<file path="src/rtl/link_txn_assembler.sv">
module link_txn_assembler #(
  parameter int DW = 32,
  parameter int TW = 4,
  parameter int MAX_BEATS = 16
) (
  input  logic          clk,
  input  logic          rst,
  input  logic          in_valid,
  input  logic          in_sop,
  input  logic          in_eop,
  input  logic [TW-1:0] in_type,
  input  logic          in_err,
  input  logic [DW-1:0] in_data,
  output logic          beat_valid,
  output logic          beat_first,
  output logic [DW-1:0] beat_data,
  output logic          done_commit,
  output logic          done_abort,
  output logic [TW-1:0] done_type,
  output logic          proto_err
);
  localparam int CW = $clog2(MAX_BEATS + 1);

  logic          open_q;
  logic [TW-1:0] kind_q;
  logic          bad_q;
  logic [CW-1:0] cnt_q;

  wire          take    = in_valid && (in_sop || open_q);
  wire          preempt = in_valid && in_sop && open_q;
  wire [CW-1:0] cnt_nx  = in_sop ? CW'(1) : cnt_q + CW'(1);
  wire          overlen = take && !in_eop && (cnt_nx == CW'(MAX_BEATS));
  wire          finish  = take && (in_eop || overlen);
  wire          bad_nx  = (in_sop ? 1'b0 : bad_q) | in_err;
  wire [TW-1:0] kind_nx = in_sop ? in_type : kind_q;

  always_ff @(posedge clk) begin
    if (rst) begin
      open_q <= 1'b0;
      kind_q <= '0;
      bad_q  <= 1'b0;
      cnt_q  <= '0;
    end else if (take) begin
      open_q <= !finish;
      kind_q <= kind_nx;
      bad_q  <= bad_nx;
      cnt_q  <= cnt_nx;
    end
  end

  always_ff @(posedge clk) begin
    if (rst) begin
      beat_valid <= 1'b0;
      beat_first <= 1'b0;
      beat_data  <= '0;
    end else begin
      beat_valid <= take;
      beat_first <= take && in_sop;
      if (take) beat_data <= in_data;
    end
  end

  // completion slots: a is always the older one
  logic          a_v, a_c, a_p, b_v, b_c, b_p, s_v, s_c, s_p;
  logic [TW-1:0] a_t, b_t, s_t;

  always_ff @(posedge clk) begin
    if (rst) begin
      a_v <= 1'b0; a_c <= 1'b0; a_p <= 1'b0; a_t <= '0;
      b_v <= 1'b0; b_c <= 1'b0; b_p <= 1'b0; b_t <= '0;
    end else begin
      b_v <= preempt && finish;
      b_c <= !bad_nx && !overlen;
      b_p <= overlen;
      b_t <= kind_nx;
      if (preempt) begin
        a_v <= 1'b1; a_c <= 1'b0; a_p <= 1'b0; a_t <= kind_q;
      end else begin
        a_v <= finish; a_c <= !bad_nx && !overlen; a_p <= overlen; a_t <= kind_nx;
      end
    end
  end

  always_ff @(posedge clk) begin
    if (rst) begin
      s_v <= 1'b0; s_c <= 1'b0; s_p <= 1'b0; s_t <= '0;
      done_commit <= 1'b0; done_abort <= 1'b0; proto_err <= 1'b0; done_type <= '0;
    end else if (s_v) begin
      done_commit <= s_c;
      done_abort  <= !s_c;
      proto_err   <= s_p;
      done_type   <= s_t;
      s_v <= a_v; s_c <= a_c; s_p <= a_p; s_t <= a_t;
    end else begin
      done_commit <= a_v && a_c;
      done_abort  <= a_v && !a_c;
      proto_err   <= a_v && a_p;
      done_type   <= a_t;
      s_v <= b_v; s_c <= b_c; s_p <= b_p; s_t <= b_t;
    end
  end


  reset_quiet_chk: assert property (@(posedge clk)
    $fell(rst) |-> !beat_valid && !done_commit && !done_abort && !proto_err);


  beat_forward_chk: assert property (@(posedge clk) disable iff (rst)
    in_valid && (in_sop || open_q) |=> beat_valid && (beat_data == $past(in_data)));


  garbage_drop_chk: assert property (@(posedge clk) disable iff (rst)
    in_valid && !in_sop && !open_q |=> !beat_valid && !open_q);


  proto_abort_chk: assert property (@(posedge clk) disable iff (rst)
    proto_err |-> done_abort);


  spill_single_chk: assert property (@(posedge clk) disable iff (rst)
    s_v |-> !b_v);


  outcome_excl_chk: assert property (@(posedge clk) disable iff (rst)
    $onehot0({done_commit, done_abort}));


  done_needs_slot_chk: assert property (@(posedge clk) disable iff (rst)
    (done_commit || done_abort) |-> $past(a_v || s_v));
endmodule

</file>
<file path="config.mk">
export PLATFORM = sky130hd
export DESIGN_NAME = link_txn_assembler
export DESIGN_NICKNAME = d
export VERILOG_FILES = /design/src/rtl/link_txn_assembler.sv
export SDC_FILE = /design/constraint.sdc
export NUM_CORES = 1
export LEC_CHECK = 0
export BUFFER_PORTS_ARGS = -buffer_cell sky130_fd_sc_hd__buf_2
export CAP_MARGIN = 20
export CORE_MARGIN = 1
export CORE_UTILIZATION = 54
export DETAILED_ROUTE_END_ITERATION = 12
export GPL_TIMING_DRIVEN = 0
export PLACE_DENSITY = 0.84
export SLEW_MARGIN = 10
export SYNTH_ARGS = -nofsm -noshare
export SYNTH_HDL_FRONTEND = slang
export SYNTH_SLANG_ARGS = --single-unit
export TNS_END_PERCENT = 30
</file>
<file path="constraint.sdc">
create_clock -name clk -period 3.9 [get_ports clk]
set_input_delay 0.195 -clock clk [delete_from_list [all_inputs] [get_ports clk]]
set_output_delay 0.195 -clock clk [all_outputs]
set_load 0.02 [all_outputs]
</file>
; ---- Word-level counts from Yosys, hierarchy flattened
; Cells that the tools add are included.
[word_totals]
out_inout_bits = 41
ff_bits = 73
wordCells = 60
in_bits = 42
[op_classes]
n_addsub = 1
eq_ne = 1
muxes = 13
n_bitwise = 1
n_reduce_logical = 21
[op_table]
columns = operator, count
row1 = 4-bit 2-to-1 mux, 4
row2 = 1-bit logical AND, 12
row3 = 1-bit 2-to-1 mux, 8
row4 = 1-bit zero test, 6
row5 = 5-bit by 1-bit adder with 5-bit output (second input constant), 1
row6 = 5-bit equality test (second input constant), 1
row7 = 5-bit 2-to-1 mux, 1
row8 = 1-bit logical OR, 2
row9 = 2-bit OR reduction, 1
row10 = 1-bit bitwise OR, 1

; ---- Longest topological paths before layout
[depth]
depth_word = 7
depth_mapped = 6
ltp_nobuf = 5

; ---- Worst setup path before layout
; No wires, ideal clock.
[synth_timing]
path_kind = reg2reg
from = reg cnt_q[0]
to = reg open_q
synth_period_minus_slack_ps = 1334
t_arrival_ps = 1220
n_path_buf = 0
setup_slack_ps = 2566
required_ps = 3786
setup_ps = 114
stages_incl_launch_ff = 6
path_cell_list = dfxtp_1 -> ha_1 -> nand3_1 -> xor2_1 -> nor3_4 -> a2111oi_0
[synth_between]
elab_chain_len = 7
[synth_lines]
columns = element, line
row1 = "start, declared", 27  ; logic [CW-1:0] cnt_q;
row2 = "start signal, assigned", 47  ; cnt_q <= cnt_nx;
row3 = 5-bit by 1-bit adder with 5-bit output, 31  ; wire [CW-1:0] cnt_nx = in_sop ? CW'(1) : cnt_q + CW'(1);
row4 = 5-bit 2-to-1 mux, 31
row5 = 5-bit equality test, 32  ; wire overlen = take && !in_eop && (cnt_nx == CW'(MAX_BEATS));
row6 = 1-bit logical AND, 32
row7 = 1-bit logical OR, 33  ; wire finish = take && (in_eop || overlen);
row8 = 1-bit logical AND, 33
row9 = 1-bit zero test, 44  ; open_q <= !finish;
row10 = "end signal, assigned", 44
row11 = "end, declared", 24  ; logic open_q;
; No other way between the ends.
; A chain may end at the register's enable or synchronous reset.

; ---- Final worst setup path
; Ends and elaborated chain as after synthesis.

==> impl_metrics.yaml <==
run_status:
  status: "completed"
drt:
  route.detailed.drc: 0
  routedWlPerCell_um: 12.0
  first_pass_iters: 4
  drt_iter0_drc: 98
  ant_nets: 0
  routed_wl_mm: 5.57
  vias: 2290
  vias_per_cell: 4.91
timing:
  slew_viol_final: 0
  skew_ns: 0.00699
  finalCritPeriodShare_pct: 38.1
  final.min_clock_period_ns: 1.48
  layout_setup_ws_ns: 2.42
  setup_viol: 0
  max_freq_mhz: 674
  setup-tns-final_ns: 0
  finalHoldViolations: 0
  rsz0062_at_grt: "no"
  worstMarginPinSlew_ns: 0.477
  slew_headroom_pct: 68.2
yosys:
  avgSynthCellArea_um2: 8.73
  ys_types: 33
  synthCells: 304
  ys_seq_elements: 73
  yosysSeqAreaShare_pct: 55.1
  synthXorXnorAreaFrac_pct: 0.660
  synth_mux_area_share_pct: 7.59
  syn_area_um2: 2650
  yosysWarnings: 0
  synth-simple-area-share_pct: 21.1
  synth-compound-area-share_pct: 11.2
  syn_nets: 347
  synth_top_family_by_area: "simple AND/OR/NAND/NOR gates"
  synth_adder_area_share_pct: 0.472
final_layout:
  seqCellArea_um2: 1460
  nets: 438
  syn2layout_area_growth_pct: 25.7
  antennaDiodeCount: 0
  drive_gt1_share_pct: 27.3
  multi_input_area_um2: 1090
  post-route-util_pct: 70.6
  layout.cells.non_filler: 466
  num-fill-cells: 372
pwr:
  pwr-share-seq_pct: 51.6
  power_frac_clock_pct: 38.1
  p_switching_mw: 0.369
  p_sw_share_pct: 24.1
  total_leakage_power_nw: 1.46
  cellPowerDensity_nw_per_um2: 460
  pwr-share-comb_pct: 10.3
  internal_power_mw: 1.16
  p_total_mw: 1.53
  vdd_drop_max_v: 0.000380
clocking:
  cts_tree: "done"
  cts_setup_buffers: 0
  hold_buffers: 0
  cts_max_level: 3
  cts_buffers: 9
  clock_path_buffers: 2
  worstSkewPairLatency_ns: 0.35
  postCtsResizedCells: 0
  clkTransAtPathRegs_ns: 0.07
  root_buffer: "clkbuf_8"
  clock-sinks: 73
worst_setup_path:
  path_max_fanout: 6
  cp_slowest_stage_delay_ns: 0.37
  worstSetupStartpointType: "register"
  worst-setup-path-type: "reg -> reg"
  cp.required_ns: 4.13
  crit_family: "flip-flops"
  crit_chain: "ha_1 -> nand3_1 -> xor2_1 -> nor3_4 -> a2111oi_0"
  worstSetupStartpoint: "cnt_q[0]"
  cp.arrival_ns: 1.72
  worst-path-buf-inv: 0
  reg2reg_from: "cnt_q[0]"
  cp-end-kind: "register"
  cpMaxStageDelayCell: "dfxtp_1"
global_routing:
  grt_overflow: 0
  busiest_layer: "met2"
  antenna_found_initial: 0
  track_usage_pct: 22.7
  grt_pass1_wl_mm: 8.99
  grt_pass1_vias: 2102
  grt_max_degree: 12
  grt.met2_usage_pct: 38.8
  use_met3_pct: 7.22
  grt_use_met1_pct: 25.5
placement:
  dp_cells: 451
  dp_hpwl_mm: 3.98
  io_buffers: 80
  pre_cts_slack_ns: 2.41
  place_congestion: 0.828
floorplan:
  dieArea_um2: 5200
  io_pins: 83
  die_h_um: 72.1
  coreArea_um2: 4720
  die_w_um: 72.1
  start_util_pct: 56.2
  rows: 25
run:
  drv_cap: 0
min_path:
  min_path_type: "in -> reg"
  hold_start: "in_err"
## final cells by class
cell class / count / area share [%]
sequential: 73 / 43.8
clock inverter: 2 / 1.13
clock buffer: 13 / 4.77
multi-input combinational: 208 / 32.6
inverter: 1 / 0.113
tap: 67 / 2.52
timing repair buffer: 80 / 12.0
buffer: 22 / 3.00
## cells in the mapped netlist
cell type	n	share of area, %
nand4_1	1	0.24
clkbuf_1	9	1.3
buf_4	1	0.28
nor2_1	35	5.0
nor2b_1	2	0.47
o31a_1	1	0.33
nor3_4	1	0.61
buf_2	11	2.1
nand2_1	75	11
nand3_1	7	1.3
xor2_1	1	0.33
o21ai_0	2	0.38
dfxtp_1	73	55
and4_1	1	0.33
ha_1	1	0.47
nor4bb_1	1	0.38
buf_1	1	0.14
xnor2_1	1	0.33
mux2_2	1	0.42
a22oi_1	2	0.57
nor3b_1	2	0.57
and4b_1	1	0.38
nor4_1	1	0.24
and2_1	2	0.47
a2111oi_0	2	0.66
a21oi_1	44	8.3
a21oi_2	1	0.33
mux2i_1	19	7.2
nor3_1	1	0.19
o21ai_2	1	0.33
inv_1	1	0.14
o21a_1	1	0.28
nor4b_1	1	0.33
## power by group through the flow
stage | Sequential [mW] | Clock (mW) | Combinational (mW)
6_report | 0.792 | 0.584 | 0.157
5_1_grt | 0.795 | 0.621 | 0.173
4_1_cts | 0.792 | 0.593 | 0.158
3_5_place_dp | 0.809 | 0 | 0.157
3_3_place_gp | 0.807 | 0 | 0.155
2_1_floorplan | 0.832 | 0 | 0.0730
## cells by family after synthesis
logic type,Yosys count
xor gates and xnor gates,2
buffers and inverters,23
adders and majority gates,1
muxes,20
and+or+nand+nor,131
DFF,73
AOI/OAI and AO/OA,54
## layout by cell type (no fill, tap or decap)
cell	instances
o21ai_0	2
a21oi_2	1
xor2_1	1
nor2b_1	2
clkbuf_8	11
nor4bb_1	1
a2111oi_0	2
and2_1	2
inv_1	1
o31a_1	1
o21a_1	1
xnor2_1	1
o21ai_2	1
buf_4	1
buf_2	91
a22oi_1	2
nand4_1	1
a21oi_1	44
clkinvlp_4	1
nor2_1	35
ha_1	1
bufinv_16	1
nand2_1	75
mux2i_1	19
nand3_1	7
buf_1	1
dfxtp_1	73
nor4_1	1
nor3_1	1
mux2_2	1
nor3_4	1
and4b_1	1
and4_1	1
nor3b_1	2
clkbuf_1	11
nor4b_1	1
## metal layers
metal	wire length, um	part of all wire [%]
met1	2370	42
met4	87	1.6
met5	0	0
met2	2820	51
met3	293	5.3
## stage by stage
stage	hold slack, ns	cell area, um2
6_report	0.0570	3330
4_1_cts	0.0498	3330
2_1_floorplan	0.273	2650
5_1_grt	0.0563	3330
3_5_place_dp	0.419	3140
3_3_place_gp	0.415	3140
## state kept, by name (all words and copies together) (netlist names), 4 cells and up
register and flops:
cnt_q 5, s_t 4, a_t 4, b_t 4, beat_data 32, kind_q 4
done_type 4
## worst paths after layout
kind,cells past startpoint,slack (ns),end
min,2,0.06,a_c
max,5,2.42,open_q
min reg2reg,2,0.45,beat_data[14]
max reg2reg,5,2.42,open_q
No activity file was read; power rests on OpenSTA's default activity.
